### src/rtl/dmem_pkg.sv
package dmem_pkg;
  localparam int WORD_W = 32;
  localparam int ADDR_W = 32;
  localparam int EDIT_W = 1 + ADDR_W + WORD_W;

  // bit 64 request, 63:32 address, 31:0 data
  typedef struct packed {
    logic              req;
    logic [ADDR_W-1:0] addr;
    logic [WORD_W-1:0] data;
  } edit_t;
endpackage

### src/rtl/dmem_addr_map.sv
module dmem_addr_map #(
  parameter int DEPTH         = 64,
  parameter bit CPU_BYTE_ADDR = 1'b0,
  localparam int AW           = $clog2(DEPTH)
) (
  input  logic [dmem_pkg::ADDR_W-1:0] in_addr,
  output logic [AW-1:0]               idx
);
  logic [dmem_pkg::ADDR_W-1:0] word_addr;

  generate
    if (CPU_BYTE_ADDR) begin : g_byte
      assign word_addr = in_addr >> 2;
    end else begin : g_word
      assign word_addr = in_addr;
    end
  endgenerate

  // upper bits dropped, accesses wrap modulo DEPTH
  assign idx = AW'(word_addr);
endmodule

### src/rtl/dmem_edit_unpack.sv
module dmem_edit_unpack (
  input  logic                        en,
  input  logic [dmem_pkg::EDIT_W-1:0] edit_bus,
  output logic                        we,
  output logic [dmem_pkg::ADDR_W-1:0] waddr,
  output logic [dmem_pkg::WORD_W-1:0] wdata
);
  dmem_pkg::edit_t ed;

  assign ed    = dmem_pkg::edit_t'(edit_bus);
  assign we    = en & ed.req;
  assign waddr = ed.addr;
  assign wdata = ed.data;
endmodule

### src/rtl/dmem_array.sv
module dmem_array #(
  parameter int DEPTH = 64,
  localparam int AW   = $clog2(DEPTH),
  localparam int DW   = dmem_pkg::WORD_W
) (
  input  logic          clk,
  input  logic          rst,
  input  logic          en,
  input  logic          we,
  input  logic [AW-1:0] wr_idx,
  input  logic [DW-1:0] wr_data,
  input  logic [AW-1:0] rd_idx,
  input  logic [AW-1:0] dump_idx,
  output logic [DW-1:0] rd_q,
  output logic [DW-1:0] dump_q
);
  logic [DW-1:0] mem [DEPTH];

  // write port, no reset so block RAM can be inferred
  always_ff @(posedge clk) begin
    if (we) mem[wr_idx] <= wr_data;
  end

  // read-first output register
  always_ff @(posedge clk) begin
    if (rst)     rd_q <= '0;
    else if (en) rd_q <= mem[rd_idx];
  end

  always_ff @(posedge clk) begin
    if (rst) dump_q <= '0;
    else     dump_q <= mem[dump_idx];
  end


  write_land_chk: assert property (@(posedge clk) disable iff (rst)
    we |=> mem[$past(wr_idx)] == $past(wr_data));


  rd_hold_chk: assert property (@(posedge clk) disable iff (rst)
    !en |=> $stable(rd_q));


  rst_clear_chk: assert property (@(posedge clk) disable iff (rst)
    $past(rst) |-> (rd_q == '0 && dump_q == '0));


  read_old_chk: assert property (@(posedge clk) disable iff (rst)
    en |=> rd_q == $past(mem[rd_idx]));
endmodule

### src/rtl/word_data_mem.sv
module word_data_mem #(
  parameter int DEPTH         = 64,
  parameter bit CPU_BYTE_ADDR = 1'b0,
  localparam int AW           = $clog2(DEPTH)
) (
  input  logic        clk,
  input  logic        rst,
  input  logic        en,
  input  logic [31:0] fetch_addr,
  input  logic [64:0] edit_bus,
  output logic [31:0] rd_word,
  input  logic [31:0] dump_addr,
  output logic [31:0] dump_word
);
  logic          we;
  logic [31:0]   waddr;
  logic [31:0]   wdata;
  logic [AW-1:0] wr_idx;
  logic [AW-1:0] rd_idx;
  logic [AW-1:0] dump_idx;

  dmem_edit_unpack u_unpack (
    .en      (en),
    .edit_bus(edit_bus),
    .we      (we),
    .waddr   (waddr),
    .wdata   (wdata)
  );

  dmem_addr_map #(.DEPTH(DEPTH), .CPU_BYTE_ADDR(CPU_BYTE_ADDR)) u_wmap (
    .in_addr(waddr),
    .idx    (wr_idx)
  );

  dmem_addr_map #(.DEPTH(DEPTH), .CPU_BYTE_ADDR(CPU_BYTE_ADDR)) u_rmap (
    .in_addr(fetch_addr),
    .idx    (rd_idx)
  );

  // dump port always indexes words
  dmem_addr_map #(.DEPTH(DEPTH), .CPU_BYTE_ADDR(1'b0)) u_dmap (
    .in_addr(dump_addr),
    .idx    (dump_idx)
  );

  dmem_array #(.DEPTH(DEPTH)) u_array (
    .clk     (clk),
    .rst     (rst),
    .en      (en),
    .we      (we),
    .wr_idx  (wr_idx),
    .wr_data (wdata),
    .rd_idx  (rd_idx),
    .dump_idx(dump_idx),
    .rd_q    (rd_word),
    .dump_q  (dump_word)
  );
endmodule

### config.mk
export PLATFORM = sky130hd
export DESIGN_NAME = word_data_mem
export DESIGN_NICKNAME = d
export VERILOG_FILES = /design/src/rtl/dmem_pkg.sv /design/src/rtl/dmem_addr_map.sv /design/src/rtl/dmem_edit_unpack.sv /design/src/rtl/dmem_array.sv /design/src/rtl/word_data_mem.sv
export SDC_FILE = /design/constraint.sdc
export NUM_CORES = 2
export LEC_CHECK = 0
export ABC_AREA = 0
export BUFFER_PORTS_ARGS = -buffer_cell sky130_fd_sc_hd__buf_2
export CAP_MARGIN = 10
export CORE_UTILIZATION = 59
export CTS_BUF_LIST = sky130_fd_sc_hd__clkbuf_4
export DETAILED_ROUTE_END_ITERATION = 8
export PLACE_DENSITY = 0.79
export SYNTH_ARGS = -nofsm -noshare
export SYNTH_HDL_FRONTEND = slang
export SYNTH_SLANG_ARGS = --single-unit
### constraint.sdc
create_clock -name clk -period 2.6 [get_ports clk]
set_clock_uncertainty 0.15 [all_clocks]
set_input_delay 0.13 -clock clk [delete_from_list [all_inputs] [get_ports clk]]
set_output_delay 0.13 -clock clk [all_outputs]
set_load 0.01 [all_outputs]
==> results.txt <==
TritonRoute pass-1 iters: 6
Critical path data required time: 3.40 ns
Largest family of logic cells by synthesized area: multiplexers
Post-route setup slack: -0.0492 ns
Die width: 406 um
WL final: 316 mm
Multiplexer area fraction after synthesis: 28.0%
H-tree depth: 6
Design Area, Final: 0.113 mm2
Longest Clk Path Bufs: 4
Number of flops mapped to enable cells by yosys: 2048
Cell Count, Final, Fillers Out: 8214
Warnings, synthesis: 0
Residual DRC count: 0
Failing checks: setup timing
Global Route Usage Sum: 38.9%
Clk root buf: clkbuf_4
Placed wire-length estimate: 194 mm
Routed Antenna Nets: 0
Rows: 148
Reg area: 0.0628 mm2
Die area: 0.165 mm2
Overflow after GRT: 0
Ys flop type: edfxtp_1
DR vias/cell: 7.41
Slew headroom: 17.3%
Post-Synth Simple-Gate Area: 2.06%
Critical Path Fanout Max: 20
Hold Crit Class: input pin to register
Number of global-route vias before repair: 62300
Fillers: 9996
Skew-Pair Late Insertion Delay: 1.37 ns
First-pass GRT wire length: 442 mm
DP Area: 0.105 mm2
Clock-pin slew on the worst setup and hold paths: 0.06 ns
Placer Congestion: 0.945
Max Clk Rate: 377 MHz
I/O pins: 196
Synthesized area per cell: 20.8 um2
Clock sink total: 2112
Max-slew violation total from the final report: 0
CP Class: input pin to register
Count leader, synth: edfxtp_1
Routed vias: 60900
Final setup vio count: 11
Post-Synth XOR/XNOR Area: 0%
Worst Setup End Kind: register
Synth Area in Adders: 0%
Share of post-route cells with drive strength above 1: 46.2%
Register area share after synthesis: 65.1%
Outcome: finished with violations
CP Data Arrival Time: 3.45 ns
Area of the mapped netlist: 0.0965 mm2
Max Cap Viol: 0
Hold WS: 0.0937 ns
Post-synth net total: 4781
Starting Density: 59.4%
CTS buffer count: 552
Final Cycle Share: 102%
Synth Area in Compound Gates: 2.93%
Cells after DPL: 7132
Cell Pwr Density: 639 mW/mm2
PortBufs: 117
WL/cell: 38.4 um
Die Y-Extent: 406 um
Pleak: 37.3 nW
Antenna violations before repair: 14
Iteration-0 DRC Markers: 10400
Area Growth Syn to Fin: 16.9%
Synth top area cells: edfxtp_1 64%, mux4_2 25%, mux2i_1 1.8%
Seq cells post-synth: 2112
Area leader, netlist: edfxtp_1
Synth cell count leaders: 2048 x edfxtp_1, 1083 x mux4_2, 174 x nand2_1
Synth Instances: 4649
Critical path startpoint category: input pin
Largest net degree at the start of global routing: 65
Worst Max-Slew Pin Slew: 1.24 ns
Share of the synthesized area in the top cell type: 63.7%
Min cycle time layout: 2.65 ns
Max VDD drop: 0.587 mV
Asr flop ratio synth: 0%
Cell variety after synth: 58
Final hold vios: 0
NumNets Final: 5783
CTS tree: done
Setup TNS: -0.246 ns
DP Worst Slack: -0.172 ns
Core area: 0.163 mm2
Multi-input gate area: 0.0323 mm2
==> stage by stage <==
step                      utilization (%)  power (mW)
after detailed placement             64.3        44.6
after floorplan                         -        41.8
after global placement               64.3        44.5
after CTS                            69.3        72.1
final                                69.4        72.1
after global routing                 69.4        74.2
==> layout by cell type, fill, tap and decap left out, types with 11 or more instances in the layout <==
| master | netlist | routed |
|---|---|---|
| nor3b_1 | 13 | 13 |
| a221oi_1 | 51 | 50 |
| mux2_2 | 78 | 78 |
| o211ai_1 | 22 | 22 |
| nand2b_1 | 12 | 12 |
| mux4_2 | 1083 | 1083 |
| a21oi_1 | 48 | 48 |
| edfxtp_1 | 2048 | 2048 |
| clkbuf_4 | 0 | 783 |
| a31oi_1 | 16 | 16 |
| o2111ai_1 | 12 | 12 |
| buf_2 | 121 | 107 |
| nand2_1 | 174 | 174 |
| dlygate4sd3_1 | 0 | 119 |
| clkinv_2 | 0 | 29 |
| o22a_1 | 18 | 18 |
| clkinv_1 | 1 | 93 |
| nor2b_1 | 15 | 11 |
| mux2i_1 | 171 | 171 |
| o221a_2 | 16 | 16 |
| diode_2 | 0 | 17 |
| dfxtp_1 | 64 | 64 |
| buf_12 | 0 | 163 |
| a22oi_1 | 54 | 54 |
| nand4_1 | 16 | 16 |
| inv_2 | 2 | 19 |
| o21ai_0 | 36 | 36 |
| o22ai_1 | 36 | 36 |
| nor2_4 | 0 | 65 |
| buf_4 | 69 | 407 |
| nor2_1 | 112 | 44 |
| o31ai_1 | 16 | 16 |
| nand3_1 | 62 | 62 |
| o21a_1 | 14 | 14 |
| inv_1 | 15 | 14 |
==> what timing repair did <==
item / in CTS / in global routing
resized for setup: 0 / 7
hold endpoints to repair: 4160 / 6
buffers inserted: 0 / 4
hold buffers: 133 / 2
endpoints found under the setup margin: 0 / 58
==> metal layers <==
| layer | GRT usage [%] | vias to the layer above | routed length (um) |
|---|---|---|---|
| li1 | - | 22800 | - |
| met1 | 49.8 | 30800 | 99100 |
| met2 | 57.0 | 6075 | 142000 |
| met3 | 13.3 | 1225 | 50700 |
| met4 | 25.7 | 10 | 23700 |
| met5 | 0 | - | 96 |
==> path summary, 6_finish.rpt <==
path	start	slack (ns)	endpoint	cells past startpoint
hold reg to reg	u_array.rd_q[15]	0.31	u_array.rd_q[15]	2
setup reg to reg	u_array.mem[13][12]	0.03	u_array.dump_q[12]	7
hold / removal	edit_bus[26]	0.09	u_array.mem[46][26]	2
setup / recovery	en	-0.05	u_array.mem[42][1]	9
==> final cells by class <==
class | instances | share of cell area [%]
flip-flops and latches | 2112 | 55.6
well taps | 2175 | 2.41
multi-input cells | 2156 | 28.6
diodes | 17 | 0.0377
clock inverters | 142 | 0.620
repair buffers | 811 | 7.38
clock buffers | 783 | 5.21
inverters | 18 | 0.0610
==> critical path: stages <==
cell and delay [ns]:
dlygate4sd3_1 0.52, buf_2 0.27, nor2b_2 0.27, nand4b_1 0.12, dlygate4sd3_1 0.57, buf_4 0.22
dlygate4sd3_1 0.75, nor2_4 0.28, buf_12 0.27
==> kinds of logic (layout without fill, tap and decap cells) <==
logic type             after synthesis  in the layout
AOI/OAI and AO/OA                  386            386
buffers and inverters              381           1754
DFF                               2112           2112
muxes                             1332           1332
other                                0             17
and+or+nand+nor                    438            438
==> power by group <==
group          switching, mW  total, mW  internal [mW]
Clock                   13.5       27.9           14.3
Combinational           3.58       6.51           2.93
Sequential             0.231       37.7           37.5
Total                   17.3       72.1           54.8
==> flip-flops by register name, indices dropped and copies added, names as in the netlist <==
name            flops
u_array.mem      2048
u_array.dump_q     32
u_array.rd_q       32
Power figures use the tool's default switching activity.
